[src/rtl/bus_term_pkg.sv]
// Shared types for the bus cycle termination controller.
// Assumes: two-bit result code seen by the core, four sequencer states.
package bus_term_pkg;

    typedef enum logic [1:0] {
        RSP_OK      = 2'b00,
        RSP_AUTOVEC = 2'b01,
        RSP_BUSERR  = 2'b10,
        RSP_RETRY   = 2'b11
    } rsp_code_t;

    typedef enum logic [1:0] {
        ST_IDLE    = 2'd0,
        ST_ACTIVE  = 2'd1,
        ST_RECOVER = 2'd2,
        ST_HALTED  = 2'd3
    } seq_state_t;

endpackage

[src/rtl/bt_sync.sv]
// Two-flop synchronizer for a vector of asynchronous pins.
// Assumes: each bit is independent; RST_VAL is the inactive pin level.
module bt_sync #(
    parameter int          W       = 1,
    parameter logic [W-1:0] RST_VAL = '1
) (
    input  logic         clk,
    input  logic         rst_n,
    input  logic [W-1:0] d,
    output logic [W-1:0] q
);
    logic [W-1:0] meta;

    // two register stages per bit
    always_ff @(posedge clk) begin
        if (!rst_n) begin
            meta <= RST_VAL;
            q    <= RST_VAL;
        end else begin
            meta <= d;
            q    <= meta;
        end
    end
endmodule

[src/rtl/bt_bus_monitor.sv]
// Bus cycle timeout monitor. Counts clock cycles of an own bus cycle and
// flags expiry after BASE << sel cycles.
// Assumes: start pulses on the accept edge; run is high only for own cycles.
module bt_bus_monitor #(
    parameter int BASE  = 16,
    parameter int SEL_W = 2
) (
    input  logic             clk,
    input  logic             rst_n,
    input  logic             start,
    input  logic             run,
    input  logic [SEL_W-1:0] sel,
    output logic             expired
);
    localparam int CNT_W = $clog2(BASE) + (1 << SEL_W);

    logic [CNT_W-1:0] cnt;
    logic [CNT_W-1:0] lim;

    // limit is the selected count minus one, as the first active cycle sees zero
    always_comb begin
        lim = CNT_W'((32'(BASE) << sel) - 32'd1);
    end

    assign expired = run && (cnt == lim);

    // counter cleared at every cycle start, advanced while the cycle runs
    always_ff @(posedge clk) begin
        if (!rst_n) begin
            cnt <= '0;
        end else if (start) begin
            cnt <= '0;
        end else if (run && !expired) begin
            cnt <= cnt + CNT_W'(1);
        end
    end
endmodule

[src/rtl/bt_seq.sv]
// Bus cycle sequencer: accepts core requests, runs external cycles, picks
// the termination and parks the bus under halt.
// Assumes: all pin inputs are already synchronized and active high here.
module bt_seq
    import bus_term_pkg::*;
#(
    parameter int AW = 24,
    parameter int DW = 16
) (
    input  logic          clk,
    input  logic          rst_n,
    input  logic          req_valid,
    output logic          req_ready,
    input  logic          req_internal,
    input  logic          req_write,
    input  logic          req_iack,
    input  logic [AW-1:0] req_addr,
    input  logic [2:0]    req_fc,
    input  logic [1:0]    req_size,
    input  logic [DW-1:0] req_wdata,
    output logic          rsp_valid,
    output logic [1:0]    rsp_code,
    output logic [DW-1:0] rsp_rdata,
    input  logic          irq_pend,
    output logic          irq_take,
    input  logic          dsack_s,
    input  logic          avec_s,
    input  logic          berr_s,
    input  logic          halt_s,
    input  logic          grant_s,
    input  logic [DW-1:0] data_i,
    input  logic          mon_expired,
    output logic          mon_start,
    output logic          mon_run,
    output logic [AW-1:0] addr_q,
    output logic [2:0]    fc_q,
    output logic [1:0]    size_q,
    output logic          rw_q,
    output logic [DW-1:0] wdata_q,
    output logic          as_n,
    output logic          ds_n,
    output logic          data_oe,
    output logic          bus_oe,
    output logic          st_active,
    output logic          st_halted,
    output logic          cyc_iack
);
    seq_state_t state;
    logic       st_idle;
    logic       acc_ext;
    logic       acc_int;
    logic       term;
    rsp_code_t  term_code;
    logic       settled;

    assign st_idle   = (state == ST_IDLE);
    assign st_active = (state == ST_ACTIVE);
    assign st_halted = (state == ST_HALTED);

    // request acceptance: internal accesses bypass halt and the bus owner
    always_comb begin
        if (req_internal) begin
            req_ready = st_idle || st_halted;
        end else begin
            req_ready = st_idle && !grant_s;
        end
    end

    assign acc_ext = req_valid && req_ready && !req_internal;
    assign acc_int = req_valid && req_ready && req_internal;

    // termination priority: bus error (retry with halt), timeout, autovector, acknowledge
    always_comb begin
        term      = 1'b0;
        term_code = RSP_OK;
        if (berr_s) begin
            term      = 1'b1;
            term_code = halt_s ? RSP_RETRY : RSP_BUSERR;
        end else if (mon_expired) begin
            term      = 1'b1;
            term_code = RSP_BUSERR;
        end else if (avec_s && cyc_iack) begin
            term      = 1'b1;
            term_code = RSP_AUTOVEC;
        end else if (dsack_s) begin
            term      = 1'b1;
            term_code = RSP_OK;
        end
    end

    // terminators that must fall before the next cycle may start
    assign settled = !dsack_s && !berr_s;

    // sequencer state transitions
    always_ff @(posedge clk) begin
        if (!rst_n) begin
            state <= ST_IDLE;
        end else begin
            case (state)
                ST_IDLE:    if (acc_ext) state <= ST_ACTIVE;
                ST_ACTIVE:  if (term) state <= ST_RECOVER;
                ST_RECOVER: if (settled) state <= halt_s ? ST_HALTED : ST_IDLE;
                ST_HALTED:  if (!halt_s) state <= ST_IDLE;
                default:    state <= ST_IDLE;
            endcase
        end
    end

    // cycle attributes latched at acceptance and held until the next cycle
    always_ff @(posedge clk) begin
        if (!rst_n) begin
            addr_q   <= '0;
            fc_q     <= '0;
            size_q   <= '0;
            rw_q     <= 1'b1;
            wdata_q  <= '0;
            cyc_iack <= 1'b0;
        end else if (acc_ext) begin
            addr_q   <= req_addr;
            fc_q     <= req_fc;
            size_q   <= req_size;
            rw_q     <= !req_write;
            wdata_q  <= req_wdata;
            cyc_iack <= req_iack;
        end
    end

    // single response pulse per accepted request
    always_ff @(posedge clk) begin
        if (!rst_n) begin
            rsp_valid <= 1'b0;
            rsp_code  <= RSP_OK;
            rsp_rdata <= '0;
        end else begin
            rsp_valid <= acc_int || (st_active && term);
            if (acc_int) begin
                rsp_code  <= RSP_OK;
                rsp_rdata <= '0;
            end else if (st_active && term) begin
                rsp_code  <= term_code;
                rsp_rdata <= (term_code == RSP_OK && rw_q) ? data_i : '0;
            end
        end
    end

    assign mon_start = acc_ext;
    assign mon_run   = st_active;
    assign as_n      = !st_active;
    assign ds_n      = !st_active;
    assign data_oe   = st_active && !rw_q;
    assign bus_oe    = !((st_idle || st_halted) && grant_s);
    assign irq_take  = irq_pend && !st_halted;
endmodule

[src/rtl/bus_term_ctrl.sv]
// Top of the bus cycle termination and halt controller: synchronizes the
// external pins, runs the timeout monitor and the cycle sequencer.
// Assumes: all external control pins are active low and asynchronous.
module bus_term_ctrl #(
    parameter int AW        = 24,
    parameter int DW        = 16,
    parameter int TMO_BASE  = 16,
    parameter int TMO_SEL_W = 2
) (
    input  logic                 clk,
    input  logic                 rst_n,
    input  logic                 req_valid,
    output logic                 req_ready,
    input  logic                 req_internal,
    input  logic                 req_write,
    input  logic                 req_iack,
    input  logic [AW-1:0]        req_addr,
    input  logic [2:0]           req_fc,
    input  logic [1:0]           req_size,
    input  logic [DW-1:0]        req_wdata,
    output logic                 rsp_valid,
    output logic [1:0]           rsp_code,
    output logic [DW-1:0]        rsp_rdata,
    input  logic [TMO_SEL_W-1:0] tmo_sel,
    input  logic                 irq_pend,
    output logic                 irq_take,
    input  logic [1:0]           dsack_n,
    input  logic                 avec_n,
    input  logic                 berr_n,
    input  logic                 halt_n,
    input  logic                 bgrant_n,
    input  logic [DW-1:0]        data_i,
    output logic [AW-1:0]        addr_o,
    output logic [2:0]           fc_o,
    output logic [1:0]           siz_o,
    output logic                 rw_o,
    output logic                 as_n,
    output logic                 ds_n,
    output logic [DW-1:0]        data_o,
    output logic                 data_oe,
    output logic                 bus_oe
);
    localparam int PIN_W = 6;

    logic [PIN_W-1:0] pins_s;
    logic             dsack_s;
    logic             avec_s;
    logic             berr_s;
    logic             halt_s;
    logic             grant_s;
    logic             mon_start;
    logic             mon_run;
    logic             mon_expired;
    logic             st_active;
    logic             st_halted;
    logic             cyc_iack;

    bt_sync #(
        .W       (PIN_W),
        .RST_VAL ({PIN_W{1'b1}})
    ) u_sync (
        .clk   (clk),
        .rst_n (rst_n),
        .d     ({dsack_n, avec_n, berr_n, halt_n, bgrant_n}),
        .q     (pins_s)
    );

    // synchronized pins converted to active-high terms
    assign dsack_s = ~&pins_s[5:4];
    assign avec_s  = ~pins_s[3];
    assign berr_s  = ~pins_s[2];
    assign halt_s  = ~pins_s[1];
    assign grant_s = ~pins_s[0];

    bt_bus_monitor #(
        .BASE  (TMO_BASE),
        .SEL_W (TMO_SEL_W)
    ) u_mon (
        .clk     (clk),
        .rst_n   (rst_n),
        .start   (mon_start),
        .run     (mon_run),
        .sel     (tmo_sel),
        .expired (mon_expired)
    );

    bt_seq #(
        .AW (AW),
        .DW (DW)
    ) u_seq (
        .clk          (clk),
        .rst_n        (rst_n),
        .req_valid    (req_valid),
        .req_ready    (req_ready),
        .req_internal (req_internal),
        .req_write    (req_write),
        .req_iack     (req_iack),
        .req_addr     (req_addr),
        .req_fc       (req_fc),
        .req_size     (req_size),
        .req_wdata    (req_wdata),
        .rsp_valid    (rsp_valid),
        .rsp_code     (rsp_code),
        .rsp_rdata    (rsp_rdata),
        .irq_pend     (irq_pend),
        .irq_take     (irq_take),
        .dsack_s      (dsack_s),
        .avec_s       (avec_s),
        .berr_s       (berr_s),
        .halt_s       (halt_s),
        .grant_s      (grant_s),
        .data_i       (data_i),
        .mon_expired  (mon_expired),
        .mon_start    (mon_start),
        .mon_run      (mon_run),
        .addr_q       (addr_o),
        .fc_q         (fc_o),
        .size_q       (siz_o),
        .rw_q         (rw_o),
        .wdata_q      (data_o),
        .as_n         (as_n),
        .ds_n         (ds_n),
        .data_oe      (data_oe),
        .bus_oe       (bus_oe),
        .st_active    (st_active),
        .st_halted    (st_halted),
        .cyc_iack     (cyc_iack)
    );
endmodule

[config.mk]
export PLATFORM = sky130hd
export DESIGN_NAME = bus_term_ctrl
export DESIGN_NICKNAME = d
export VERILOG_FILES = /design/src/rtl/bus_term_pkg.sv /design/src/rtl/bt_sync.sv /design/src/rtl/bt_bus_monitor.sv /design/src/rtl/bt_seq.sv /design/src/rtl/bus_term_ctrl.sv
export SDC_FILE = /design/constraint.sdc
export NUM_CORES = 1
export LEC_CHECK = 0
export CAP_MARGIN = 5
export CORE_UTILIZATION = 45
export CTS_BUF_LIST = sky130_fd_sc_hd__clkbuf_2 sky130_fd_sc_hd__clkbuf_4 sky130_fd_sc_hd__clkbuf_8
export DETAILED_ROUTE_END_ITERATION = 8
export PLACE_DENSITY = 0.83
export SETUP_SLACK_MARGIN = 0.15
export SYNTH_ARGS = -nofsm -noshare
export SYNTH_HDL_FRONTEND = slang
export SYNTH_HIERARCHICAL = 1
export SYNTH_SLANG_ARGS = --single-unit
[constraint.sdc]
create_clock -name clk -period 2.5 [get_ports clk]
set_input_delay 0.5 -clock clk [delete_from_list [all_inputs] [get_ports clk]]
set_output_delay 0.5 -clock clk [all_outputs]
set_load 0.05 [all_outputs]
==> flow_summary_export.csv, run 1 <==
group,metric,value,unit
floorplan,die_y,92.2,µm
placement,dp.cells,661,
grt,antenna_found_initial,0,
sta,slew_headroom,56.6,%
sta,setup_viol,0,
setup_path,startpoint_type,"flip-flop",
clock_tree,cts_sinks,88,
clock_tree,htreeDepth,3,
routing,drt_wl_total,9820,µm
setup_path,path_cells,"ha_1 > and3_2 > nand2_2 > nor3_2 > buf_4 > buf_4 > a211o_4 > nor2_4 > buf_4 > nand3_1 > a21oi_1",
routing,post_drt_wl_per_cell,14.4,µm
cells_and_area,layout-drive-gt1-share,13.1,%
floorplan,die_area,8500,µm²
synthesis,synth_fp_nets,503,
setup_path,crit_required,2.78,ns
cells_and_area,n_antenna_cell,0,
setup_path,cp_slowest_cell,"dfxtp_1",
routing,initialDrtViolationCount,90,
pwr,p_leak,2.10,nW
min_path,hold_class,"flip-flop to flip-flop",
flow_run,drv_cap,0,
setup_path,crit-reg2reg-capture,"u_seq/rsp_rdata[0]",
setup_path,end_kind,"flip-flop",
floorplan,core_area,7810,µm²
synthesis,syn_area,3660,µm²
sta,final_max_slew_viol_count,0,
synthesis,syn_inst,421,
cells_and_area,nNetsFinal,658,
routing,vias_per_cell,5.11,
routing,drc,0,
sta,final_hold_viol_count,0,
cells_and_area,final_core_util,72.9,%
pwr,power_density,722,nW/µm²
routing,drtAntennaViolNets,0,
setup_path,cp_common_cell,"buf_4",
clock_tree,cts_tree,"done",
routing,vias,3491,
floorplan,die-width,92.2,µm
placement,routabilityCongestion,0.839,
placement,port_buffers,146,
placement,dpl.hpwl,6580,µm
setup_path,regToRegSetupSlack,0.22,ns
floorplan,ios,147,
floorplan,start_util,46.9,%
clock_tree,clock_path_buffers,2,
sta,period_minus_slack,2.28,ns
sta,fmax,438,MHz
setup_path,arrival,2.56,ns
routing,dr.pass1.iters,4,
grt,grt_max_degree,49,
setup_path,ff2ff_path_depth,11,
setup_path,worstPathMaxFanout,6,
run_status,status,"complete, no violations",
min_path,worst_hold_startpoint,"u_sync/meta[0]",
setup_path,regToRegStartpoint,"u_mon/cnt[0]",
grt,overflow,0,
setup_path,slowest_delay,0.35,ns
pwr,finalPower,0.00411,W
pwr,peakVddDrop,0.383,mV
setup_path,criticalPathCategory,"flip-flop to flip-flop",
sta,fin_crit_sh,91.3,%
sta,tightest_slew,0.649,ns
sta,finalClockSkew,0.0114,ns
clock_tree,hold_buffers,0,
min_path,holdPathStages,1,
cells_and_area,fin_cells,683,
synthesis,synth_area_per_cell,8.70,µm²
clock_tree,clk_latency,0.36,ns
grt,grt_pass1_vias,3370,
min_path,min_to,"u_sync/q[0]",
synthesis,yosysWarnings,6,
sta,timing.hold.ws,0.411,ns
clock_tree,clk_pin_slew,0.09,ns
clock_tree,numCtsBuffers,9,
grt,grt_usage,22.4,%
sta,rsz0062_at_grt,"false",
clock_tree,cts-root-buf,"clkbuf_8",
floorplan,rows,32,
cells_and_area,syn2layout_area_growth,55.4,%
grt,grt_pass1_wl,15100,µm
area by class of cell:
| class | instances | area (µm²) |
|---|---|---|
| Sequential cell | 88 | 1760 |
| Tap cell | 102 | 128 |
| Inverter | 11 | 41.3 |
| Clock buffer | 11 | 151 |
| Multi-Input combinational cell | 298 | 1800 |
| Clock inverter | 5 | 87.6 |
| Fill cell | 593 | 2110 |
| Timing Repair Buffer | 168 | 1730 |
cells in the final DEF (no fill, tap or decap), types with 2 or more instances in the layout:
cell	instances
clkdlybuf4s50_1	137
nand2_1	128
dfxtp_1	86
a21boi_0	32
nand3_1	21
buf_4	19
a21oi_1	17
a21boi_1	15
nand2b_1	12
clkbuf_8	11
inv_1	10
buf_12	6
ha_1	6
nor2_1	5
nand2b_2	5
mux2i_1	4
o21ai_0	3
bufinv_16	2
clkbuf_16	2
dlymetal6s2s_1	2
nor3_2	2
nor2_2	2
nand3b_1	2
nor2b_1	2
nor4_1	2
nand4bb_1	2
nor3_1	2
o311ai_0	2
dfxtp_2	2
nor2_4	2
stage by stage:
step,setup WS [ns],area [µm²],TNS [ns]
2_1_floorplan,0.174,3660,0
3_3_place_gp,-0.242,5260,-4.45
3_5_place_dp,-0.356,5260,-6.62
4_1_cts,0.149,5580,0
5_1_grt,0.0971,5690,0
6_report,0.218,5690,0
how the worst max path moves through the flow:
stage                    from            endpoint  slack [ns]  cells past startpoint
2_1_floorplan  u_seq/state[0]           req_ready        0.17                      3
3_3_place_gp       tmo_sel[0]   u_seq/rsp_code[1]       -0.24                     11
3_5_place_dp       tmo_sel[0]  u_seq/rsp_rdata[7]       -0.36                     11
4_1_cts            tmo_sel[1]      u_seq/state[1]        0.15                     10
5_1_grt          u_mon/cnt[0]  u_seq/rsp_rdata[0]         0.1                     11
6_report         u_mon/cnt[0]  u_seq/rsp_rdata[0]        0.22                     11
registers in the layout (all words and copies together) (netlist names), 2 cells and up:
signal	flops
u_mon/cnt	8
u_seq/addr_q	24
u_seq/fc_q	3
u_seq/rsp_code	2
u_seq/rsp_rdata	16
u_seq/size_q	2
u_seq/state	2
u_seq/wdata_q	16
u_sync/meta	6
u_sync/q	6
power breakdown:
| group | switching [W] | internal [W] | total [W] |
|---|---|---|---|
| logic | 0.000828 | 0.000548 | 0.00138 |
| registers | 0.0000735 | 0.00152 | 0.00160 |
| clock network | 0.000516 | 0.000626 | 0.00114 |
repair_timing:
item	CTS	global route
gates cloned	0	3
resized for setup	5	13
setup endpoints to repair	20	21
pin swaps	4	5
setup buffers	3	0
critical path: cells and delay by family (launching register included):
family	cells	cell delay, ns
adders and majority gates	1	0.26
and+or+nand+nor	5	0.68
AOI/OAI and AO/OA	2	0.45
DFF	1	0.35
buffers and inverters	3	0.46
routing by layer:
metal	vias up	track usage, %	routed length (µm)
met4	0	9.24	178
met1	1636	24.6	3850
met5	-	0	0
met2	123	39.3	4960
li1	1714	-	-
met3	18	7.88	830
Power figures use the tool's default switching activity.
==> run 2, diff against run 1 <==
Settings changed: GPL_ROUTABILITY_DRIVEN set to 0.
==> results of run 2 <==
No change in the layout: final DEF, timing and power equal those of run 1.
==> run 3, diff against run 2 <==
Settings changed: CORE_MARGIN set to 1.
==> results of run 3 <==
No change in the layout: final DEF, timing and power equal those of run 1.
